[src/rtl/pipeCtrlPkg.sv]
package pipeCtrlPkg;

  typedef struct packed {
    logic       regDst;
    logic [1:0] aluOp;
    logic       aluSrc;
  } exCtl_t;

  typedef struct packed {
    logic branch;
    logic memRead;
    logic memWrite;
  } memCtl_t;

  typedef struct packed {
    logic regWrite;
    logic memToReg;
  } wbCtl_t;

  // entry held between decode and execute: every bundle
  typedef struct packed {
    exCtl_t  ex;
    memCtl_t mem;
    wbCtl_t  wb;
  } idExCtl_t;

  // entry held between execute and memory: execute bundle dropped
  typedef struct packed {
    memCtl_t mem;
    wbCtl_t  wb;
  } exMemCtl_t;

  // strobes from the sequencer to the register stages
  typedef struct packed {
    logic clearAll;
    logic zeroIdEx;
    logic zeroExMem;
  } stageStrobe_t;

  localparam logic [1:0] ALUOP_ADD = 2'b00;
  localparam logic [1:0] ALUOP_SUB = 2'b01;
  localparam logic [1:0] ALUOP_FUN = 2'b10;

endpackage

[src/rtl/ctrlDecoder.sv]
module ctrlDecoder
  import pipeCtrlPkg::*;
#(
  parameter int OP_W = 6,
  parameter logic [OP_W-1:0] OP_RFMT  = OP_W'(6'h00),
  parameter logic [OP_W-1:0] OP_LOAD  = OP_W'(6'h23),
  parameter logic [OP_W-1:0] OP_STORE = OP_W'(6'h2B),
  parameter logic [OP_W-1:0] OP_BEQ   = OP_W'(6'h04)
) (
  input  logic [OP_W-1:0] opcode,
  output idExCtl_t        ctlWord
);

  always_comb begin
    ctlWord = '0;
    unique case (opcode)
      OP_RFMT: begin
        ctlWord.ex.regDst   = 1'b1;
        ctlWord.ex.aluOp    = ALUOP_FUN;
        ctlWord.wb.regWrite = 1'b1;
      end
      OP_LOAD: begin
        ctlWord.ex.aluOp     = ALUOP_ADD;
        ctlWord.ex.aluSrc    = 1'b1;
        ctlWord.mem.memRead  = 1'b1;
        ctlWord.wb.regWrite  = 1'b1;
        ctlWord.wb.memToReg  = 1'b1;
      end
      OP_STORE: begin
        ctlWord.ex.aluOp     = ALUOP_ADD;
        ctlWord.ex.aluSrc    = 1'b1;
        ctlWord.mem.memWrite = 1'b1;
      end
      OP_BEQ: begin
        ctlWord.ex.aluOp   = ALUOP_SUB;
        ctlWord.mem.branch = 1'b1;
      end
      default: ctlWord = '0;
    endcase
  end

endmodule

[src/rtl/ctrlSequencer.sv]
module ctrlSequencer
  import pipeCtrlPkg::*;
(
  input  logic         rst,
  input  logic         bubbleReq,
  input  logic         flushReq,
  output stageStrobe_t strobe
);

  always_comb begin
    strobe.clearAll  = rst;
    // a flush squashes decode and execute; a bubble only decode
    strobe.zeroIdEx  = bubbleReq | flushReq;
    strobe.zeroExMem = flushReq;
  end

endmodule

[src/rtl/ctrlStageRegs.sv]
module ctrlStageRegs
  import pipeCtrlPkg::*;
(
  input  logic         clk,
  input  stageStrobe_t strobe,
  input  idExCtl_t     decWord,
  output idExCtl_t     idExQ,
  output exMemCtl_t    exMemQ,
  output wbCtl_t       memWbQ
);

  always_ff @(posedge clk) begin
    if (strobe.clearAll) begin
      idExQ  <= '0;
      exMemQ <= '0;
      memWbQ <= '0;
    end else begin
      idExQ      <= strobe.zeroIdEx ? '0 : decWord;
      exMemQ.mem <= strobe.zeroExMem ? '0 : idExQ.mem;
      exMemQ.wb  <= strobe.zeroExMem ? '0 : idExQ.wb;
      memWbQ     <= exMemQ.wb;
    end
  end

endmodule

[src/rtl/pipeCtrlDecoder.sv]
module pipeCtrlDecoder
  import pipeCtrlPkg::*;
#(
  parameter int OP_W = 6,
  parameter logic [OP_W-1:0] OP_RFMT  = OP_W'(6'h00),
  parameter logic [OP_W-1:0] OP_LOAD  = OP_W'(6'h23),
  parameter logic [OP_W-1:0] OP_STORE = OP_W'(6'h2B),
  parameter logic [OP_W-1:0] OP_BEQ   = OP_W'(6'h04)
) (
  input  logic            clk,
  input  logic            rst,
  input  logic [OP_W-1:0] opcode,
  input  logic            bubbleReq,
  input  logic            flushReq,
  output logic            exRegDst,
  output logic [1:0]      exAluOp,
  output logic            exAluSrc,
  output logic            memBranch,
  output logic            memRead,
  output logic            memWrite,
  output logic            wbRegWrite,
  output logic            wbMemToReg
);

  idExCtl_t     decWord;
  stageStrobe_t strobe;
  idExCtl_t     idExQ;
  exMemCtl_t    exMemQ;
  wbCtl_t       memWbQ;

  ctrlDecoder #(
    .OP_W(OP_W), .OP_RFMT(OP_RFMT), .OP_LOAD(OP_LOAD),
    .OP_STORE(OP_STORE), .OP_BEQ(OP_BEQ)
  ) dec_i (
    .opcode (opcode),
    .ctlWord(decWord)
  );

  ctrlSequencer seq_i (
    .rst      (rst),
    .bubbleReq(bubbleReq),
    .flushReq (flushReq),
    .strobe   (strobe)
  );

  ctrlStageRegs regs_i (
    .clk    (clk),
    .strobe (strobe),
    .decWord(decWord),
    .idExQ  (idExQ),
    .exMemQ (exMemQ),
    .memWbQ (memWbQ)
  );

  assign exRegDst   = idExQ.ex.regDst;
  assign exAluOp    = idExQ.ex.aluOp;
  assign exAluSrc   = idExQ.ex.aluSrc;
  assign memBranch  = exMemQ.mem.branch;
  assign memRead    = exMemQ.mem.memRead;
  assign memWrite   = exMemQ.mem.memWrite;
  assign wbRegWrite = memWbQ.regWrite;
  assign wbMemToReg = memWbQ.memToReg;

endmodule

[config.mk]
export PLATFORM = sky130hd
export DESIGN_NAME = pipeCtrlDecoder
export DESIGN_NICKNAME = d
export VERILOG_FILES = /design/src/rtl/pipeCtrlPkg.sv /design/src/rtl/ctrlDecoder.sv /design/src/rtl/ctrlSequencer.sv /design/src/rtl/ctrlStageRegs.sv /design/src/rtl/pipeCtrlDecoder.sv
export SDC_FILE = /design/constraint.sdc
export NUM_CORES = 1
export LEC_CHECK = 0
export ABC_AREA = 0
export BUFFER_PORTS_ARGS = -buffer_cell sky130_fd_sc_hd__clkbuf_2
export CAP_MARGIN = 20
export CORE_MARGIN = 3
export CORE_UTILIZATION = 25
export CTS_CLUSTER_DIAMETER = 100
export DETAILED_ROUTE_END_ITERATION = 10
export GPL_ROUTABILITY_DRIVEN = 0
export PLACE_DENSITY_LB_ADDON = 0.2
export RECOVER_POWER = 25
export SYNTH_ARGS = -nofsm -noshare
export SYNTH_HDL_FRONTEND = slang
export SYNTH_SLANG_ARGS = --single-unit
[constraint.sdc]
create_clock -name clk -period 1.3 [get_ports clk]
set_input_delay 0.13 -clock clk [delete_from_list [all_inputs] [get_ports clk]]
set_output_delay 0.13 -clock clk [all_outputs]
set_load 0.005 [all_outputs]
==> metrics.cfg <==
[clock_network]
cts-resized-gates=0
cts_tree=done
root_buffer=clkbuf_4
cts.htree.levels=1
clk_path_buf_depth=2
cts_inserted_buffers=3
clock_sinks=13
cts_setup_buffers=0
cts_hold_repair.buffers=0
worst_skew_pair.late_latency_ps=280
cts.reportedPaths.clkPinSlew_ps=80

[worst_setup_path]
crit_chain=clkbuf_2 > or4_1 > nor4b_2
critical_path_buf_inv_count=1
crit_path_max_incr_delay_ps=680
crit_path_start_kind=input pin
worstSetupEndpointType=flop
critical_path_class=in2reg
timing.critical_path.slowest_stage_cell=or4_1
crit_path_max_fanout=7
crit_arrival_ps=1200
critPathTopFamily=simple AND/OR/NAND/NOR gates
critPathRequiredTime_ps=1490

[sta]
timing_max_transition_violations_final=0
finalHoldViolations=0
post-route-period-util=0.7747
hold_slack_ps=124.9
layout_min_cycle_time_ps=1007
tightest_slew_margin_relative_to_the_limit=0.8092
worst-slew-pin-transition_ps=286.3
timing.clock.skew_ps=8.388
timing.fmax_mhz=992.9
grt_setup_unrepaired=false
final-setup-viol-count=0
setup_slack_ps=292.9
setup_total_negative_slack_ps=0

[place]
dpl-instance-area_um2=500.5
placed_wire_length_estimate_after_detailed_placement_um=533.4
post-place-cells=65
pre_cts_ws_ps=2.700
place.port_buffers=18

[route]
route.detailed.drc=0
vias=292
initialDrtViolationCount=5
drt-pass1-iter-count=4
total_routed_wirelength_um=675
postRouteAntennaNets=0
detail_route.wl_per_cell_um=9.783
viasPerCell=4.232

[floorplan]
die_width_um=46.21
floorplan.die_area_um2=2135
core_um2=1399
floorplan.io_pins=19
placement_rows=13
chip_height_um=46.21
initial_utilization=0.2889

[grt]
number_of_global_route_vias_before_repair=270
grt_start_max_net_pins=9
grt_util_all_layers=0.08954
grt_overflow_total=0
number_of_antenna_violations_at_the_first_check_in_global_routing=0
grt_first_pass_wirelength_um=1186

[finish]
syn_to_final_growth_pct=30.65
final_cells=69
diodes=0
finish.instance_area_um2=528.0
proportion_of_layout_cells_with_a_drive_suffix_above_1=0.4630
finalCoreUtilization=0.3775
area.sequential_um2=260.3
fin_nets=65
fillers=142
combined_area_of_the_multi_input_logic_cells_um2=120.1

[run]
reported_max_cap_violation_count=0

[yosys]
synth_flop_cell=dfxtp_1
synth_top_cells_by_area=dfxtp_1 64%, and2_1 6.2%, nor4_1 6.2%, a2111oi_2 3.7%, buf_4 3.7%
post-synth-top-count-cell=dfxtp_1
syn_area_um2=404.1
synth-edff-count=0
post_synth_num_cell_types=14
synthTopCellsByCount=13 x dfxtp_1, 4 x and2_1, 4 x nor4_1, 2 x buf_4, 2 x nor2b_1
postSynthAreaPerCell_um2=11.89
netlist_instances=34
ys_warn_count=0
postSynth.asyncResetShare=0
number_of_synthesized_register_bits=13
synth_top_cell_by_area=dfxtp_1
synthesized_net_count=44
post-synth-top-area-fraction=0.6440
sequential_cell_area_fraction_in_the_yosys_report=0.6440

[power_and_ir_drop]
finalPower_mw=0.6740
power.density_cell_area_nw_per_um2=1276
leakagePower_nw=0.2347
highest_ir_drop_seen_on_vdd_uv=488.5

[outcome]
result_of_the_run=finished clean

[hold_path]
hold_path_class=in2reg

[cell usage in the layout, fill, tap and decap left out, drive strengths merged]
| master | count |
|---|---|
| or4 | 1 |
| or3 | 1 |
| nor4b | 1 |
| dfxtp | 13 |
| inv | 1 |
| nand3 | 1 |
| nor3 | 1 |
| nor2b | 2 |
| nor2 | 1 |
| buf | 1 |
| clkinv | 1 |
| a2111oi | 1 |
| clkbuf | 21 |
| nor4 | 4 |
| and2 | 4 |
[cells by family after synthesis]
group	Yosys count	share of synthesized area
buffers and inverters	4	0.05879
AOI/OAI and AO/OA	1	0.03714
and+or+nand+nor	16	0.2600
DFF	13	0.6440
[power breakdown]
part | leakage, nW | internal (mW) | total, mW | switching (mW)
Combinational | 0.112 | 0.0150 | 0.0335 | 0.0184
Sequential | 0.105 | 0.398 | 0.398 | 0.000128
Clock | 0.0177 | 0.114 | 0.242 | 0.128
Total | 0.235 | 0.527 | 0.674 | 0.147
[layout make-up]
class,instances,share of cell area
clock buffers,3,0.04265
repair buffers,19,0.1848
inverters,1,0.007109
multi-input cells,17,0.2275
flip-flops and latches,13,0.4929
clock inverters,1,0.009479
well taps,15,0.03555
[final timing paths]
| check | start | end | slack [ps] | depth (start not counted) |
|---|---|---|---|---|
| setup / recovery | bubbleReq | regs_i.idExQ[4]$_SDFF_PP0_ | 290 | 3 |
| hold / removal | opcode[3] | regs_i.idExQ[1]$_SDFF_PP0_ | 120 | 2 |
| setup reg to reg | regs_i.idExQ[4]$_SDFF_PP0_ | regs_i.exMemQ[4]$_SDFF_PP0_ | 760 | 1 |
| hold reg to reg | regs_i.idExQ[1]$_SDFF_PP0_ | regs_i.exMemQ[1]$_SDFF_PP0_ | 430 | 1 |
[state kept, by name, summed over array words and instances, names as in the netlist]
signal	flops
regs_i.memWbQ	2
regs_i.exMemQ	4
regs_i.idExQ	7
[per-layer routing]
layer / global-route usage / part of all wire / vias up
li1: - / - / 156
met4: 0.05114 / 0 / 0
met3: 0.08594 / 0.14 / 0
met5: 0 / 0 / -
met1: 0.09513 / 0.40 / 120
met2: 0.1126 / 0.46 / 16
(Power assumes the default switching activity.)
